==> config.mk <==
export PLATFORM = sky130hd
export DESIGN_NAME = i2c_target_rx
export DESIGN_NICKNAME = d
export VERILOG_FILES = /design/src/rtl/i2c_rx_pkg.sv /design/src/rtl/i2c_rx_addr_match.sv /design/src/rtl/i2c_rx_fifo.sv /design/src/rtl/i2c_rx_bus.sv /design/src/rtl/i2c_target_rx.sv
export SDC_FILE = /design/constraint.sdc
export NUM_CORES = 1
export LEC_CHECK = 0
export BUFFER_PORTS_ARGS = -buffer_cell sky130_fd_sc_hd__buf_4
export CORE_MARGIN = 3
export CORE_UTILIZATION = 54
export CTS_CLUSTER_DIAMETER = 200
export DETAILED_ROUTE_END_ITERATION = 8
export PLACE_DENSITY = 0.76
export SETUP_SLACK_MARGIN = 0.02
export SLEW_MARGIN = 20
export SYNTH_ARGS = -nofsm -noshare
export SYNTH_HDL_FRONTEND = slang
export SYNTH_SLANG_ARGS = --single-unit
==> constraint.sdc <==
create_clock -name clk -period 3.73 [get_ports clk]
set_input_delay 0.1865 -clock clk [delete_from_list [all_inputs] [get_ports clk]]
set_output_delay 0.1865 -clock clk [all_outputs]
set_load 0.1 [all_outputs]
==> src/rtl/i2c_rx_pkg.sv <==
// Shared constants and types for the I2C target receive path.
// Assumes 7-bit addressing with the R/W flag in bit 0 of the address byte.
package i2c_rx_pkg;

    localparam int ADDR_W  = 7;
    localparam int BYTE_W  = 8;
    localparam int ENTRY_W = 13;

    // Target controller state; codes are visible on state_o
    typedef enum logic [2:0] {
        ST_IDLE  = 3'd0,
        ST_START = 3'd1,
        ST_SACK  = 3'd2,
        ST_DATA  = 3'd3,
        ST_ACK   = 3'd4
    } tgt_state_e;

    // One receive-FIFO entry, MSB first: bit 12 down to bit 0
    typedef struct packed {
        logic              nack;
        logic              stop;
        logic              start;
        logic              ovf;
        logic              empty;
        logic [BYTE_W-1:0] data;
    } rx_entry_t;

endpackage

==> src/rtl/i2c_rx_addr_match.sv <==
// Address comparator: primary exact match, masked alternate match, or
// promiscuous acceptance. Purely combinational.
// Assumes the caller presents the 7-bit address without the R/W bit.
module i2c_rx_addr_match #(
    parameter int AW = 7
) (
    input  logic [AW-1:0] addr,
    input  logic          en_prim,
    input  logic [AW-1:0] prim_addr,
    input  logic          en_alt,
    input  logic [AW-1:0] alt_addr,
    input  logic [AW-1:0] alt_mask,
    input  logic          promisc,
    output logic          hit
);

    logic [AW-1:0] alt_bit_ok;

    // A masked bit always agrees; otherwise the bit must be equal
    for (genvar i = 0; i < AW; i++) begin : g_alt_bit
        assign alt_bit_ok[i] = alt_mask[i] | (addr[i] ~^ alt_addr[i]);
    end

    // Combine the three acceptance terms
    always_comb begin
        hit = promisc
            | (en_prim & (addr == prim_addr))
            | (en_alt & (&alt_bit_ok));
    end

endmodule

==> src/rtl/i2c_rx_fifo.sv <==
// Synchronous show-ahead FIFO for receive entries.
// A push while full and a pop while empty are ignored.
// Assumes DEPTH >= 2.
module i2c_rx_fifo #(
    parameter int W     = 13,
    parameter int DEPTH = 4
) (
    input  logic         clk,
    input  logic         rst_n,
    input  logic         push,
    input  logic [W-1:0] din,
    input  logic         pop,
    output logic [W-1:0] dout,
    output logic         full,
    output logic         not_empty
);

    localparam int PTR_W = $clog2(DEPTH);
    localparam int CNT_W = $clog2(DEPTH + 1);

    logic [W-1:0]     mem [DEPTH];
    logic [PTR_W-1:0] wr_ptr, rd_ptr;
    logic [CNT_W-1:0] count;
    logic             do_push, do_pop;

    // Pointer advance with wrap for any depth
    function automatic logic [PTR_W-1:0] next_ptr(input logic [PTR_W-1:0] p);
        return (p == PTR_W'(DEPTH - 1)) ? '0 : p + PTR_W'(1);
    endfunction

    assign full      = (count == CNT_W'(DEPTH));
    assign not_empty = (count != '0);
    assign do_push   = push & ~full;
    assign do_pop    = pop & not_empty;
    assign dout      = mem[rd_ptr];

    // Storage write
    always_ff @(posedge clk) begin
        if (do_push) mem[wr_ptr] <= din;
    end

    // Pointer and occupancy bookkeeping
    always_ff @(posedge clk) begin
        if (!rst_n) begin
            wr_ptr <= '0;
            rd_ptr <= '0;
            count  <= '0;
        end else begin
            if (do_push) wr_ptr <= next_ptr(wr_ptr);
            if (do_pop)  rd_ptr <= next_ptr(rd_ptr);
            case ({do_push, do_pop})
                2'b10:   count <= count + CNT_W'(1);
                2'b01:   count <= count - CNT_W'(1);
                default: count <= count;
            endcase
        end
    end

endmodule

==> src/rtl/i2c_rx_bus.sv <==
// Bit engine and state machine of the target receiver.
// It oversamples SCL/SDA with clk, detects START/STOP, shifts in the
// address and data bytes, drives ACKs, and forms tagged FIFO entries.
// Assumes scl_i/sda_i are already synchronized and that each SCL level
// lasts at least two clk cycles.
module i2c_rx_bus
    import i2c_rx_pkg::*;
(
    input  logic              clk,
    input  logic              rst_n,
    input  logic              scl_i,
    input  logic              sda_i,
    input  logic              addr_hit,
    input  logic              promisc,
    input  logic              nack_next,
    input  logic              fifo_full,
    output logic [ADDR_W-1:0] addr_o,
    output logic              sda_pull,
    output logic              push,
    output rx_entry_t         push_entry,
    output tgt_state_e        state,
    output logic              wr_busy,
    output logic              rd_busy
);

    logic              scl_q, sda_q;
    logic              scl_rise, scl_fall, start_cond, stop_cond;
    tgt_state_e        state_n;
    logic [BYTE_W-1:0] sh, sh_n;
    logic [3:0]        cnt, cnt_n;
    logic              ack_q, ack_n;
    logic              wr_n, rd_n;
    logic              start_pend, start_pend_n;
    logic              ovf_pend, ovf_pend_n;

    assign scl_rise   = scl_i & ~scl_q;
    assign scl_fall   = ~scl_i & scl_q;
    assign start_cond = scl_i & scl_q & sda_q & ~sda_i;
    assign stop_cond  = scl_i & scl_q & ~sda_q & sda_i;
    assign addr_o     = sh[BYTE_W-1:1];
    assign sda_pull   = ack_q;

    // Next-state, shift, ACK and FIFO-entry decisions
    always_comb begin
        state_n      = state;
        sh_n         = sh;
        cnt_n        = cnt;
        ack_n        = ack_q;
        wr_n         = wr_busy;
        rd_n         = rd_busy;
        start_pend_n = start_pend;
        ovf_pend_n   = ovf_pend;
        push         = 1'b0;
        push_entry   = '0;
        if (stop_cond) begin
            state_n = ST_IDLE;
            ack_n   = 1'b0;
            wr_n    = 1'b0;
            rd_n    = 1'b0;
            if (wr_busy) begin
                if (!fifo_full) begin
                    push             = 1'b1;
                    push_entry.stop  = 1'b1;
                    push_entry.start = start_pend;
                    push_entry.ovf   = ovf_pend;
                    start_pend_n     = 1'b0;
                    ovf_pend_n       = 1'b0;
                end else if (promisc) begin
                    ovf_pend_n = 1'b1;
                end
            end
        end else if (start_cond) begin
            state_n      = ST_START;
            cnt_n        = '0;
            ack_n        = 1'b0;
            wr_n         = 1'b0;
            rd_n         = 1'b0;
            start_pend_n = 1'b1;
        end else begin
            case (state)
                ST_START, ST_DATA: begin
                    if (scl_rise && cnt < 4'd8) begin
                        sh_n  = {sh[BYTE_W-2:0], sda_i};
                        cnt_n = cnt + 4'd1;
                    end else if (scl_fall && cnt == 4'd8) begin
                        cnt_n = '0;
                        if (state == ST_START) begin
                            state_n = addr_hit ? ST_SACK : ST_IDLE;
                            ack_n   = addr_hit;
                        end else begin
                            state_n = ST_ACK;
                            if (!fifo_full) begin
                                push             = 1'b1;
                                push_entry.data  = sh;
                                push_entry.nack  = nack_next;
                                push_entry.start = start_pend;
                                push_entry.ovf   = ovf_pend;
                                start_pend_n     = 1'b0;
                                ovf_pend_n       = 1'b0;
                                ack_n            = ~nack_next;
                            end else if (promisc) begin
                                ovf_pend_n = 1'b1;
                                ack_n      = ~nack_next;
                            end else begin
                                ack_n = 1'b0;
                            end
                        end
                    end
                end
                ST_SACK: begin
                    if (scl_fall) begin
                        ack_n = 1'b0;
                        cnt_n = '0;
                        if (sh[0]) begin
                            state_n = ST_IDLE;
                            rd_n    = 1'b1;
                        end else begin
                            state_n = ST_DATA;
                            wr_n    = 1'b1;
                        end
                    end
                end
                ST_ACK: begin
                    if (scl_fall) begin
                        ack_n   = 1'b0;
                        state_n = ST_DATA;
                    end
                end
                default: ;
            endcase
        end
    end

    // Line history; loaded from the pins even in reset so edges are clean
    always_ff @(posedge clk) begin
        scl_q <= scl_i;
        sda_q <= sda_i;
    end

    // State and context registers
    always_ff @(posedge clk) begin
        if (!rst_n) begin
            state      <= ST_IDLE;
            sh         <= '0;
            cnt        <= '0;
            ack_q      <= 1'b0;
            wr_busy    <= 1'b0;
            rd_busy    <= 1'b0;
            start_pend <= 1'b0;
            ovf_pend   <= 1'b0;
        end else begin
            state      <= state_n;
            sh         <= sh_n;
            cnt        <= cnt_n;
            ack_q      <= ack_n;
            wr_busy    <= wr_n;
            rd_busy    <= rd_n;
            start_pend <= start_pend_n;
            ovf_pend   <= ovf_pend_n;
        end
    end

endmodule

==> src/rtl/i2c_target_rx.sv <==
// Top of the I2C target receiver: bit engine, address comparator and
// tagged receive FIFO. The head entry reads as EMPTY-only when nothing
// is stored. Assumes synchronized bus inputs and an open-drain SDA
// driven through sda_pull_o.
module i2c_target_rx
    import i2c_rx_pkg::*;
#(
    parameter int FIFO_DEPTH = 4
) (
    input  logic               clk,
    input  logic               rst_n,
    input  logic               scl_i,
    input  logic               sda_i,
    output logic               sda_pull_o,
    input  logic               en_prim,
    input  logic [ADDR_W-1:0]  prim_addr,
    input  logic               en_alt,
    input  logic [ADDR_W-1:0]  alt_addr,
    input  logic [ADDR_W-1:0]  alt_mask,
    input  logic               promisc,
    input  logic               nack_next,
    input  logic               fifo_pop,
    output logic [ENTRY_W-1:0] fifo_entry,
    output logic               fifo_full,
    output logic               fifo_not_empty,
    output logic               wr_busy,
    output logic               rd_busy,
    output logic [2:0]         state_o
);

    logic [ADDR_W-1:0]  addr_w;
    logic               hit_w;
    logic               push_w;
    rx_entry_t          push_entry_w;
    tgt_state_e         state_w;
    logic [ENTRY_W-1:0] head_w;
    rx_entry_t          empty_entry;

    i2c_rx_addr_match #(.AW(ADDR_W)) u_match (
        .addr      (addr_w),
        .en_prim   (en_prim),
        .prim_addr (prim_addr),
        .en_alt    (en_alt),
        .alt_addr  (alt_addr),
        .alt_mask  (alt_mask),
        .promisc   (promisc),
        .hit       (hit_w)
    );

    i2c_rx_bus u_bus (
        .clk        (clk),
        .rst_n      (rst_n),
        .scl_i      (scl_i),
        .sda_i      (sda_i),
        .addr_hit   (hit_w),
        .promisc    (promisc),
        .nack_next  (nack_next),
        .fifo_full  (fifo_full),
        .addr_o     (addr_w),
        .sda_pull   (sda_pull_o),
        .push       (push_w),
        .push_entry (push_entry_w),
        .state      (state_w),
        .wr_busy    (wr_busy),
        .rd_busy    (rd_busy)
    );

    i2c_rx_fifo #(.W(ENTRY_W), .DEPTH(FIFO_DEPTH)) u_fifo (
        .clk       (clk),
        .rst_n     (rst_n),
        .push      (push_w),
        .din       (push_entry_w),
        .pop       (fifo_pop),
        .dout      (head_w),
        .full      (fifo_full),
        .not_empty (fifo_not_empty)
    );

    // Present the EMPTY-only pattern when no entry is stored
    always_comb begin
        empty_entry       = '0;
        empty_entry.empty = 1'b1;
        fifo_entry        = fifo_not_empty ? head_w : empty_entry;
        state_o           = state_w;
    end

endmodule

==> qor.yml <==
run_status: "finished clean"
dr.pass1.iters: 4
drt_wl_total_um: 7110
syn-instance-count: 287
clockRootBuffer: "clkbuf_8"
yosysMostFrequentCell: "edfxtp_1"
worst_pin_slew_ns: 0.838
async_reset_ff_share_pct: 0
ys_ff_latch: 79
critical_path_class: "register to register"
path_clk_slew_ns: 0.08
final_layout_size_suffix_gt1_share_pct: 24.8
min_path_cells: 3
first_global_vias: 2333
setup_slack_ns: 1.13
min_from: "promisc"
finalNetCount: 381
fin_skew_ns: 0.0109
crit_fanout: 12
worst-r2r-cell-count: 12
slew_headroom_pct: 44.1
fp.dieW_um: 87.6
max_freq_ghz: 0.384
fin_crit_sh_pct: 69.8
min_to: "u_bus.ovf_pend"
dieArea_mm2: 0.00767
hold_viol: 0
p_sw_share_pct: 21.2
drtIter0Drc: 88
total_power_mw: 1.70
power_leakage_nw: 1.51
antenna_found_initial: 0
io_buffer_count: 50
ys_types: 49
setup_tns_ns: 0
p_sw_mw: 0.359
rsz0062_at_grt: "false"
cap_viol_max_count: 0
finalNonFillerCells: 424
tritoncts: "yes"
cts_resized: 0
start_util_pct: 56.3
grt_pass1_wl_um: 11300
n_fill_cell: 496
hold_path.class: "input pin to register"
synthTopCellsByArea: "edfxtp_1 40%, dfxtp_1 17%, mux4_2 7.5%"
clk_latency_ns: 0.35
synth_area_leader_cell: "edfxtp_1"
dpl.hpwl_um: 5040
grt_overflow_total: 0
yosysWarnings: 0
dp_cells: 406
synth_enable_flop_cells: 48
seq_area_frac_synth_pct: 57.3
r2r_end: "u_fifo.count[2]"
grt_max_degree: 25
cp.arrival_ns: 2.87
slew_violations: 0
routed-via-count: 2340
diodes: 0
wl_per_cell_um: 16.8
setup_viol: 0
io_pins: 51
end_kind: "register"
areaGrowthSynthToFinish_pct: 19.1
die_h_um: 87.6
min_period_ns: 2.60
syn_avg_cell_area_um2: 12.5
htreeDepth: 3
wl_met1_um: 2860
power_frac_clock_pct: 42.1
seqPwrFrac_pct: 54.1
clock_sinks: 79
cp.required_ns: 4.00
p_comb_share_pct: 3.8
wl_met3_um: 517
cts_buffer_depth: 2
timing.hold.ws_ns: 0.0998
cts_made_buffers: 9
p_per_area_mw_per_mm2: 396
r2r_start: "u_bus.state[2]"
ir_worst_vdd_mv: 0.272
rows: 29
grt_usage_pct: 20.0
ys_top_cells_by_count: "48 x edfxtp_1, 31 x dfxtp_1, 28 x and2_1"
detail-route-antenna-nets: 0
r2r_slack_ns: 1.13
coreArea_mm2: 0.00639
worstSetupStartpointType: "register"
synth_area_mm2: 0.00360
met2RoutedLength_um: 3620
highest_layer: "met4"
globalplace.congestion: 0.848
place_ws_ns: 1.12
synth_fp_nets: 326
drc: 0
ys.flop_type: "edfxtp_1"
intPower_mw: 1.34
viasPerCell: 5.52
yosysTopAreaCellShare_pct: 40.1
-- cells by family (layout without fill, tap and decap cells) --
family / Yosys count / count (layout) / share of synthesized area, %
muxes: 14 / 14 / 8.07
adders and majority gates: 9 / 9 / 3.34
DFF: 79 / 79 / 57.3
buffers and inverters: 28 / 88 / 3.20
and+or+nand+nor: 95 / 95 / 15.0
AOI/OAI and AO/OA: 44 / 44 / 8.66
xor gates and xnor gates: 18 / 18 / 4.38
-- area by class of cell --
cell class / count / area, µm² / share of cell area, %
inverters: 18 / 67.6 / 1.58
clock inverters: 7 / 104 / 2.42
repair buffers: 54 / 410 / 9.58
clock buffers: 9 / 124 / 2.89
flip-flops and latches: 79 / 2060 / 48.1
well taps: 77 / 96.3 / 2.25
multi-input cells: 180 / 1420 / 33.1
-- critical path, stage by stage (launching register included) --
cell and delay (ns):
dfxtp_1 0.53, nor2b_1 0.08, buf_4 0.18, nand4_1 0.14, a21oi_1 0.08, buf_4 0.16
inv_2 0.06, ha_1 0.16, inv_1 0.07, fa_1 0.42, xor2_1 0.16, or3_1 0.31
a21boi_0 0.18
-- cell usage in the layout (no fill, tap or decap), types with 5 or more instances in the layout --
cell,netlist,routed
nor2_1,11,11
nand3_1,10,10
xnor2_1,10,10
clkbuf_8,0,9
o21ai_0,5,5
edfxtp_1,48,48
nor2b_1,5,5
a21oi_1,7,7
mux4_2,12,12
inv_1,15,15
ha_1,8,8
and2_1,28,28
xor2_1,8,8
nand2_1,16,16
dfxtp_1,31,31
buf_4,1,52
a21boi_1,9,9
-- stage by stage --
stage	cell area, µm²	util (%)
floorplan	3600	-
global placement	4040	63.2
detailed placement	4040	63.2
CTS	4280	67.1
global route	4280	67.1
finish	4280	67.1
-- power groups by stage --
stage / clock network, mW / registers (mW) / logic, mW
floorplan: 0 / 0.940 / 0.0271
global placement: 0 / 0.938 / 0.0621
detailed placement: 0 / 0.938 / 0.0628
CTS: 0.721 / 0.918 / 0.0646
global route: 0.755 / 0.919 / 0.0701
finish: 0.713 / 0.918 / 0.0641
-- registers in the layout, summed over array words and instances, names as in the netlist, named ones only --
| signal | cells |
|---|---|
| u_bus.cnt | 4 |
| u_fifo.wr_ptr | 2 |
| u_bus.scl_q | 1 |
| u_bus.wr_busy | 1 |
| u_fifo.mem | 48 |
| u_fifo.count | 3 |
| u_bus.sh | 8 |
| u_bus.ovf_pend | 1 |
| u_bus.state | 3 |
| u_bus.start_pend | 1 |
| u_fifo.rd_ptr | 2 |
| u_bus.sda_pull | 1 |
| u_bus.sda_q | 1 |
| u_bus.rd_busy | 1 |
-- repair_timing --
action                                 CTS  global route
hold buffers                             2             0
buffers inserted                         0             0
endpoints found under the hold margin    2             0
-- layer usage --
metal,vias to the layer above,global-route usage [%]
met3,9,5.46
met1,1106,23.6
met5,-,0
met2,80,34.9
li1,1145,-
met4,0,7.25
-- how the worst max path moves through the flow --
stage                        start               to  slack [ns]  cells past startpoint
floorplan           u_bus.state[2]  u_fifo.count[2]        0.71                     11
global placement    u_bus.state[2]  u_fifo.count[2]        1.25                     12
finish              u_bus.state[2]  u_fifo.count[2]        1.13                     12
detailed placement  u_bus.state[2]  u_fifo.count[2]        1.12                     12
CTS                 u_bus.state[2]  u_fifo.count[2]        1.11                     12
global route        u_bus.state[2]  u_fifo.count[2]        0.92                     12
No activity file was read; power rests on OpenSTA's default activity.
